File: src/rtl/sb_pkg.sv
package sb_pkg;

  typedef enum logic {
    SB_LEARN = 1'b0,
    SB_CHECK = 1'b1
  } sb_mode_e;

  // One right shift with the XOR of the tapped bits entering at the MSB.
  function automatic logic [31:0] sb_shift_step(input logic [31:0] v,
                                                input logic [31:0] taps,
                                                input int unsigned w);
    logic fb;
    fb = ^(v & taps);
    return (v >> 1) | ({31'd0, fb} << (w - 1));
  endfunction

  // Signature step: the shift step, then the response folded into every stage.
  function automatic logic [31:0] sb_compact_step(input logic [31:0] s,
                                                  input logic [31:0] resp,
                                                  input logic [31:0] taps,
                                                  input int unsigned w);
    return sb_shift_step(s, taps, w) ^ resp;
  endfunction

endpackage

File: src/rtl/sb_pattern_gen.sv
module sb_pattern_gen #(
  parameter int unsigned WIDTH = 3,
  parameter logic [WIDTH-1:0] TAPS = 3'b011,
  parameter logic [WIDTH-1:0] SEED = 3'b111
) (
  input  logic             clk,
  input  logic             rst_n,
  input  logic             load,
  input  logic             step,
  output logic [WIDTH-1:0] pattern
);
  import sb_pkg::*;

  logic [WIDTH-1:0] state_q;
  logic [WIDTH-1:0] state_next;

  always_comb begin
    state_next = WIDTH'(sb_shift_step(32'(state_q), 32'(TAPS), WIDTH));
  end

  always_ff @(posedge clk or negedge rst_n) begin
    if (!rst_n) begin
      state_q <= SEED;
    end else if (load) begin
      state_q <= SEED;
    end else if (step) begin
      state_q <= state_next;
    end
  end

  assign pattern = state_q;

endmodule

File: src/rtl/sb_sig_compactor.sv
module sb_sig_compactor #(
  parameter int unsigned WIDTH = 3,
  parameter logic [WIDTH-1:0] TAPS = 3'b011
) (
  input  logic             clk,
  input  logic             rst_n,
  input  logic             clear,
  input  logic             step,
  input  logic [WIDTH-1:0] resp,
  output logic [WIDTH-1:0] sig,
  output logic [WIDTH-1:0] sig_next
);
  import sb_pkg::*;

  logic [WIDTH-1:0] sig_q;

  always_comb begin
    sig_next = WIDTH'(sb_compact_step(32'(sig_q), 32'(resp), 32'(TAPS), WIDTH));
  end

  always_ff @(posedge clk or negedge rst_n) begin
    if (!rst_n) begin
      sig_q <= '0;
    end else if (clear) begin
      sig_q <= '0;
    end else if (step) begin
      sig_q <= sig_next;
    end
  end

  assign sig = sig_q;

endmodule

File: src/rtl/sb_run_ctrl.sv
module sb_run_ctrl #(
  parameter int unsigned RUN_LEN = 7
) (
  input  logic             clk,
  input  logic             rst_n,
  input  logic             start,
  input  sb_pkg::sb_mode_e mode,
  output logic             accept,
  output logic             step,
  output logic             finish,
  output logic             busy,
  output sb_pkg::sb_mode_e run_mode,
  output logic             done
);
  import sb_pkg::*;

  localparam int unsigned CNT_W = $clog2(RUN_LEN + 1);
  localparam logic [CNT_W-1:0] LAST = CNT_W'(RUN_LEN - 1);

  logic [CNT_W-1:0] cnt_q;
  logic             busy_q;
  sb_mode_e         mode_q;
  logic             done_q;

  assign accept   = start && !busy_q;
  assign step     = busy_q;
  assign finish   = busy_q && (cnt_q == LAST);
  assign busy     = busy_q;
  assign run_mode = mode_q;
  assign done     = done_q;

  always_ff @(posedge clk or negedge rst_n) begin
    if (!rst_n) begin
      cnt_q  <= '0;
      busy_q <= 1'b0;
      mode_q <= SB_LEARN;
      done_q <= 1'b0;
    end else begin
      done_q <= finish;
      if (accept) begin
        cnt_q  <= '0;
        busy_q <= 1'b1;
        mode_q <= mode;
      end else if (finish) begin
        cnt_q  <= '0;
        busy_q <= 1'b0;
      end else if (busy_q) begin
        cnt_q  <= cnt_q + 1'b1;
      end
    end
  end

endmodule

File: src/rtl/sb_golden_store.sv
module sb_golden_store #(
  parameter int unsigned WIDTH = 3
) (
  input  logic             clk,
  input  logic             rst_n,
  input  logic             capture,
  input  logic [WIDTH-1:0] final_sig,
  output logic             ref_valid,
  output logic             match
);
  logic [WIDTH-1:0] ref_q;
  logic             valid_q;

  always_ff @(posedge clk or negedge rst_n) begin
    if (!rst_n) begin
      ref_q   <= '0;
      valid_q <= 1'b0;
    end else if (capture) begin
      ref_q   <= final_sig;
      valid_q <= 1'b1;
    end
  end

  assign ref_valid = valid_q;
  assign match     = valid_q && (final_sig == ref_q);

endmodule

File: src/rtl/sig_learn_bist.sv
module sig_learn_bist #(
  parameter int unsigned WIDTH = 3,
  parameter logic [WIDTH-1:0] TAPS = 3'b011,
  parameter logic [WIDTH-1:0] SEED = 3'b111
) (
  input  logic             clk,
  input  logic             rst_n,
  input  logic             start,
  input  logic             mode,
  output logic [WIDTH-1:0] cut_in,
  input  logic [WIDTH-1:0] cut_out,
  output logic             done,
  output logic             pass,
  output logic [WIDTH-1:0] signature
);
  import sb_pkg::*;

  localparam int unsigned RUN_LEN = (1 << WIDTH) - 1;

  // Named internal events, visible to the bound checker.
  logic             run_accept;
  logic             run_step;
  logic             run_finish;
  logic             run_busy;
  sb_mode_e         run_mode;
  logic             learn_capture;
  logic             ref_valid;
  logic             ref_match;
  logic [WIDTH-1:0] sig_next;
  logic             pass_q;

  sb_run_ctrl #(.RUN_LEN(RUN_LEN)) u_ctrl (
    .clk      (clk),
    .rst_n    (rst_n),
    .start    (start),
    .mode     (sb_mode_e'(mode)),
    .accept   (run_accept),
    .step     (run_step),
    .finish   (run_finish),
    .busy     (run_busy),
    .run_mode (run_mode),
    .done     (done)
  );

  sb_pattern_gen #(.WIDTH(WIDTH), .TAPS(TAPS), .SEED(SEED)) u_gen (
    .clk     (clk),
    .rst_n   (rst_n),
    .load    (run_accept),
    .step    (run_step),
    .pattern (cut_in)
  );

  sb_sig_compactor #(.WIDTH(WIDTH), .TAPS(TAPS)) u_misr (
    .clk      (clk),
    .rst_n    (rst_n),
    .clear    (run_accept),
    .step     (run_step),
    .resp     (cut_out),
    .sig      (signature),
    .sig_next (sig_next)
  );

  assign learn_capture = run_finish && (run_mode == SB_LEARN);

  sb_golden_store #(.WIDTH(WIDTH)) u_ref (
    .clk       (clk),
    .rst_n     (rst_n),
    .capture   (learn_capture),
    .final_sig (sig_next),
    .ref_valid (ref_valid),
    .match     (ref_match)
  );

  always_ff @(posedge clk or negedge rst_n) begin
    if (!rst_n) begin
      pass_q <= 1'b0;
    end else if (run_accept) begin
      pass_q <= 1'b0;
    end else if (run_finish) begin
      pass_q <= (run_mode == SB_CHECK) && ref_match;
    end
  end

  assign pass = pass_q;

endmodule

File: config.mk
export PLATFORM = sky130hd
export DESIGN_NAME = sig_learn_bist
export DESIGN_NICKNAME = d
export VERILOG_FILES = /design/src/rtl/sb_pkg.sv /design/src/rtl/sb_pattern_gen.sv /design/src/rtl/sb_sig_compactor.sv /design/src/rtl/sb_run_ctrl.sv /design/src/rtl/sb_golden_store.sv /design/src/rtl/sig_learn_bist.sv
export SDC_FILE = /design/constraint.sdc
export NUM_CORES = 1
export LEC_CHECK = 0
export BUFFER_PORTS_ARGS = -buffer_cell sky130_fd_sc_hd__buf_2
export CORE_UTILIZATION = 50
export DETAILED_ROUTE_END_ITERATION = 7
export PLACE_DENSITY_LB_ADDON = 0.1
export RECOVER_POWER = 100
export SLEW_MARGIN = 20
export SYNTH_ARGS = -nofsm -noshare
export SYNTH_HDL_FRONTEND = slang
export SYNTH_SLANG_ARGS = --single-unit
File: constraint.sdc
create_clock -name clk -period 1.75 [get_ports clk]
set_clock_uncertainty 0.05 [all_clocks]
set_input_delay 0.175 -clock clk [delete_from_list [all_inputs] [get_ports clk]]
set_output_delay 0.175 -clock clk [all_outputs]
set_load 0.1 [all_outputs]
After elaboration in Yosys (flattened, before gate mapping)
Index checks and enable logic that the tools add are counted.
{"block": "classes", "add_sub_neg": 1, "eq_ne": 2, "muxes": 11, "bitwise": 4, "reduce_logical": 11}
{"cell": "32-bit parity", "count": 2}
{"cell": "3-bit 2-to-1 mux", "count": 7}
{"cell": "2-bit by 3-bit bitwise OR with 3-bit output", "count": 2}
{"cell": "1-bit logical AND", "count": 5}
{"cell": "1-bit 2-to-1 mux", "count": 4}
{"cell": "2-bit nonzero test", "count": 2}
{"cell": "3-bit by 1-bit adder with 3-bit output (second input constant)", "count": 1}
{"cell": "3-bit == test", "count": 1}
{"cell": "3-bit == test (second input constant)", "count": 1}
{"cell": "3-bit nonzero test", "count": 1}
{"cell": "3-bit bitwise XOR", "count": 1}
{"cell": "1-bit logical NOT", "count": 1}
{"cell": "1-bit inverter", "count": 1}
{"block": "word_totals", "register_bits": 17, "input_bits": 7, "out_inout_bits": 8, "wordCells": 38}

Logic depth before layout (Yosys ltp)
{"block": "logic_depth", "ltp_word": 8, "depth_mapped": 6, "mapped_depth_nobuf": 5}

Modules after synthesis
Synthesis repeated with hierarchy kept, for this count alone.
{"block": "unflattened", "cells_unflattened": 62, "hier_area_um2": 804.5}
{"module": "sb_run_ctrl", "instances": 1, "cells_each": 22, "area_each_um2": 289.0, "seq_area_each_um2": 150.1}
{"module": "sb_golden_store", "instances": 1, "cells_each": 12, "area_each_um2": 175.2, "seq_area_each_um2": 100.1}
{"module": "sb_sig_compactor", "instances": 1, "cells_each": 12, "area_each_um2": 158.9, "seq_area_each_um2": 75.1}
{"module": "sb_pattern_gen", "instances": 1, "cells_each": 11, "area_each_um2": 130.1, "seq_area_each_um2": 78.8}
{"module": "sig_learn_bist", "instances": 1, "cells_each": 5, "area_each_um2": 51.3, "seq_area_each_um2": 25.0}

Worst setup path after synthesis
No wires, ideal clock.
{"block": "synth_path", "kind": "reg-to-reg", "start": "register u_misr.sig_q[0], in the netlist u_misr.sig[0]", "end": "register pass_q, in the netlist pass", "setup_ps": 104, "arrival_time_ps": 1886, "required_time_ps": 1596, "path_slack_ps": -289, "stages_incl_launch_ff": 4, "path_buffers": 0, "synth_period_minus_slack_ps": 2039, "cell_sequence": "dfrtp_1 xnor3_2 xnor2_1 o41ai_2"}
{"block": "synth_via", "elab_chain_len": 8}
{"item": "start: declaration", "line": "sb_sig_compactor.sv:15", "text": "logic [WIDTH-1:0] sig_q;"}
{"item": "start signal: assignment", "line": "sb_sig_compactor.sv:27", "text": "sig_q <= sig_next;"}
{"item": "32-bit parity", "line": "sb_pkg.sv:13", "text": "fb = ^(v & taps);"}
{"item": "2-bit by 3-bit bitwise OR with 3-bit output", "line": "sb_pkg.sv:14", "text": "return (v >> 1) | ({31'd0, fb} << (w - 1));"}
{"item": "3-bit bitwise XOR", "line": "sb_pkg.sv:22", "text": "return sb_shift_step(s, taps, w) ^ resp;"}
{"item": "3-bit == test", "line": "sb_golden_store.sv:25", "text": "assign match = valid_q && (final_sig == ref_q);"}
{"item": "1-bit logical AND", "line": "sb_golden_store.sv:25"}
{"item": "1-bit logical AND", "line": "sig_learn_bist.sv:80", "text": "pass_q <= (run_mode == SB_CHECK) && ref_match;"}
{"item": "1-bit 2-to-1 mux", "line": "sig_learn_bist.sv:79", "text": "end else if (run_finish) begin"}
{"item": "1-bit 2-to-1 mux", "line": "sig_learn_bist.sv:77", "text": "end else if (run_accept) begin"}
{"item": "end signal: assignment", "line": "sig_learn_bist.sv:80"}
{"item": "end: declaration", "line": "sig_learn_bist.sv:30", "text": "logic pass_q;"}
No other way between the ends. The select of a mux whose other input is x is not followed.
A chain may end at the register's enable or synchronous reset.

Worst setup path after layout
{"block": "layout_path", "start": "register u_ctrl.cnt_q[0]", "end": "register pass_q, in the netlist pass"}
{"block": "layout_via", "elab_chain_len": 3}
{"item": "start: declaration", "line": "sb_run_ctrl.sv:20", "text": "logic [CNT_W-1:0] cnt_q;"}
{"item": "start signal: assignment", "line": "sb_run_ctrl.sv:48", "text": "cnt_q <= cnt_q + 1'b1;"}
{"item": "3-bit == test", "line": "sb_run_ctrl.sv:27", "text": "assign finish = busy_q && (cnt_q == LAST);"}
{"item": "1-bit logical AND", "line": "sb_run_ctrl.sv:27"}
{"item": "2-bit nonzero test (no line)"}
No other way between the ends.

==> summary.md <==
| Metric | Value |
|---|---|
| Status | `finished, final reports clean` |
| Slew headroom | `between 40% and 50%` |
| Asr flop ratio synth | `100.0%` |
| Hold Fails Final Rpt | `0` |
| Post-CTS Setup Repair Bufs | `0` |
| Area grow syn2layout | `14.82%` |
| Synth Instances | `just under 70` |
| Achievable Freq | `641.5 MHz` |
| Max-Cap Viols | `0` |
| Mapped Area | `768.2 um^2` |
| # diodes | `0` |
| Hold WC Path Type | `in -> reg` |
| Leading area contributor after synthesis | `dfrtp_1` |
| Top Ports | `15` |
| Vias in the first global route | `453` |
| Core area | `1366 um^2` |
| Routed wire length per instance | `around 13 um` |
| Number of DRC markers in iteration 0 | `10` |
| CTS Sinks | `17` |
| GPL Wtd Cong | `0.6940` |
| Layout cells sized above 1 | `29.07%` |
| Setup TNS | `0 ps` |
| Final-layout fill cell count | `~120` |
| Number of synthesized flops with an enable pin | `0` |
| Worst Tran Pin Value | `899.3 ps` |
| DR vias | `517` |
| Post-synthesis cell type count | `25` |
| Post-Syn Area per Cell | `11.30 um^2` |
| Hold Path Stages | `2` |
| Reg2Reg Launch Point | `u_ctrl.cnt_q[0]` |
| Dpl hpwl | `963.2 um` |
| Drt pass-1 iters | `5` |
| Most numerous cell in the Yosys netlist | `dfrtp_1` |
| Largest net degree at the start of global routing | `18` |
| Clock Latency Late Sink | `290 ps` |
| Peak fanout along the critical path | `6` |
| Clock Tree Buf Depth | `2` |
| R2R cell count | `5` |
| Worst reg2reg setup slack | `roughly 190 ps` |
| Number of H-tree levels | `1` |
| Max-slew violations | `0` |
| Grt total ovfl | `0` |
| Post-synth top cells | `dfrtp_1, nand2_1, o21ai_0, xnor2_1, nor2_1` |
| Warnings, synthesis | `0` |
| Die Ht | `41.20 um` |
| Initial core utilization | `between 50% and 60%` |
| Total CTS buffers | `3` |
| Net Count, Synth | `77` |
| Register area | `roughly 430 um^2` |
| CTS tree | `yes` |
| Hold Crit Endpoint | `u_ctrl.run_mode` |
| First-pass GRT wire length | `2.014 mm` |
| Arr. time, crit path | `1690 ps` |
| Worst flop-to-flop path endpoint | `pass` |
| Seq/Total Area, Yosys | `55.86%` |
| Die ar. | `roughly 1700 um^2` |
| Initial antenna violation count | `0` |
| Clk pin slew, worst setup/hold paths | `approximately 100 ps` |
| Share of the synthesized area in the top cell type | `between 40% and 50%` |
| Post-synthesis register bit count | `17` |
| Largest cells by area after synthesis | `dfrtp_1, dfstp_2, xnor2_1` |
| Critical path launch point type | `register` |
| Crit path time final | `1559 ps` |
| Synth Flop Type | `dfrtp_1` |
| Post-route DRC | `0` |
| Post-DRT Antenna Nets | `0` |
| Setup crit end kind | `register` |
| Crit path required time | `1880 ps` |
| Setup violations, final | `0` |
| PortBufs | `14` |
| Vias/cell | `between 5 and 6` |
| Final wirelength | `between 1 and 1.5 mm` |
| RSZ-0062 raised after global routing | `false` |
| Area of the multi-input gates | `314.1 um^2` |
| Period utilization | `89.08%` |
| Total track usage | `18.79%` |
| Worst setup path class | `reg -> reg` |
| Row count | `13` |
| Root buffer cell | `clkbuf_4` |
| Number of nets in the layout | `96` |
| Hold wc startpoint | `mode` |
| Die width | `about 40 um` |
## cell type report
type	count	share of cell area [%]
Inverter	2	0.8511
Multi-Input combinational cell	47	35.60
Sequential cell	17	48.94
Clock inverter	1	0.5674
Tap cell	15	2.128
Timing Repair Buffer	16	9.362
Clock buffer	3	2.553
## timing repair
| action | 4_1_cts | 5_1_grt |
|---|---|---|
| hold buffers | 1 | 0 |
| setup endpoints to repair | 0 | 0 |
| resized for setup | 0 | 0 |
| endpoints found under the hold margin | 14 | 0 |
## flip-flops by register name, indices dropped and copies added (netlist names)
name / flops
u_misr.sig: 3
u_ref.ref_q: 3
u_ctrl.busy: 1
u_ctrl.run_mode: 1
pass: 1
u_gen.pattern: 3
u_ctrl.done: 1
u_ctrl.cnt_q: 3
u_ref.ref_valid: 1
## worst max-delay path, stage by stage, from the launching register on
cell     delay, ps
dfrtp_1        400
inv_1           70
ha_1           180
and3_1         290
nand3_1        110
o41ai_1        360
## metrics by stage
| stage | std cells | hold slack [ps] | instance area, um^2 | worst slack, ps | utilization, % |
|---|---|---|---|---|---|
| 2_1_floorplan | 68 | -170.6 | 770.7 | 12.37 | - |
| 3_3_place_gp | 96 | 58.76 | 857.1 | 312.8 | 62.73 |
| 3_5_place_dp | 96 | 60.10 | 857.1 | 256.3 | 62.73 |
| 4_1_cts | 101 | 58.15 | 894.6 | 232.2 | 65.48 |
| 5_1_grt | 101 | 67.22 | 882.1 | 135.4 | 64.56 |
| 6_report | 101 | 61.83 | 882.1 | 191.1 | 64.56 |
## placed cells by master (no fill, tap or decap), drive strengths merged
| master | instances |
|---|---|
| o21ai | 8 |
| nor2 | 4 |
| nand2 | 10 |
| dlygate4sd3 | 1 |
| or3b | 1 |
| o41ai | 1 |
| o31ai | 2 |
| and3 | 1 |
| inv | 2 |
| nand2b | 1 |
| o22ai | 2 |
| xnor2 | 6 |
| nor2b | 1 |
| dfstp | 3 |
| nand4b | 1 |
| dfrtp | 14 |
| ha | 2 |
| nor3b | 1 |
| xnor3 | 1 |
| nor3 | 1 |
| clkbuf | 13 |
| buf | 5 |
| nand3 | 1 |
| mux2 | 1 |
| a21oi | 1 |
| or3 | 1 |
| clkinv | 1 |
## worst max-delay path by stage
| stage | start | to | depth (start not counted) |
|---|---|---|---|
| final | u_ctrl.cnt_q[0] | pass | 5 |
| after floorplan | u_misr.sig[0] | pass | 3 |
| after detailed placement | u_ctrl.cnt_q[0] | pass | 5 |
| after CTS | u_ctrl.cnt_q[0] | pass | 5 |
| after global routing | u_ctrl.cnt_q[0] | pass | 5 |
| after global placement | u_ctrl.cnt_q[0] | pass | 5 |
## cell families (layout without fill, tap and decap cells)
kind of cell	Yosys count	in the layout	synth area share, %
and+or+nand+nor	23	23	14.66
DFF	17	17	55.86
AOI/OAI and AO/OA	14	14	11.56
xor gates and xnor gates	7	7	10.91
buffers and inverters	4	22	2.281
adders and majority gates	2	2	3.257
muxes	1	1	1.466
## routing by layer
metal | wire length, um | track usage [%]
met1 | 752 | 26.55
met2 | 553 | 26.17
met3 | 40 | 3.261
met4 | 0 | 12.10
met5 | 0 | 0
Power is left out: the tool's default activity adds up to more than one toggle a clock period on the data nets, which glitch-free logic cannot reach.
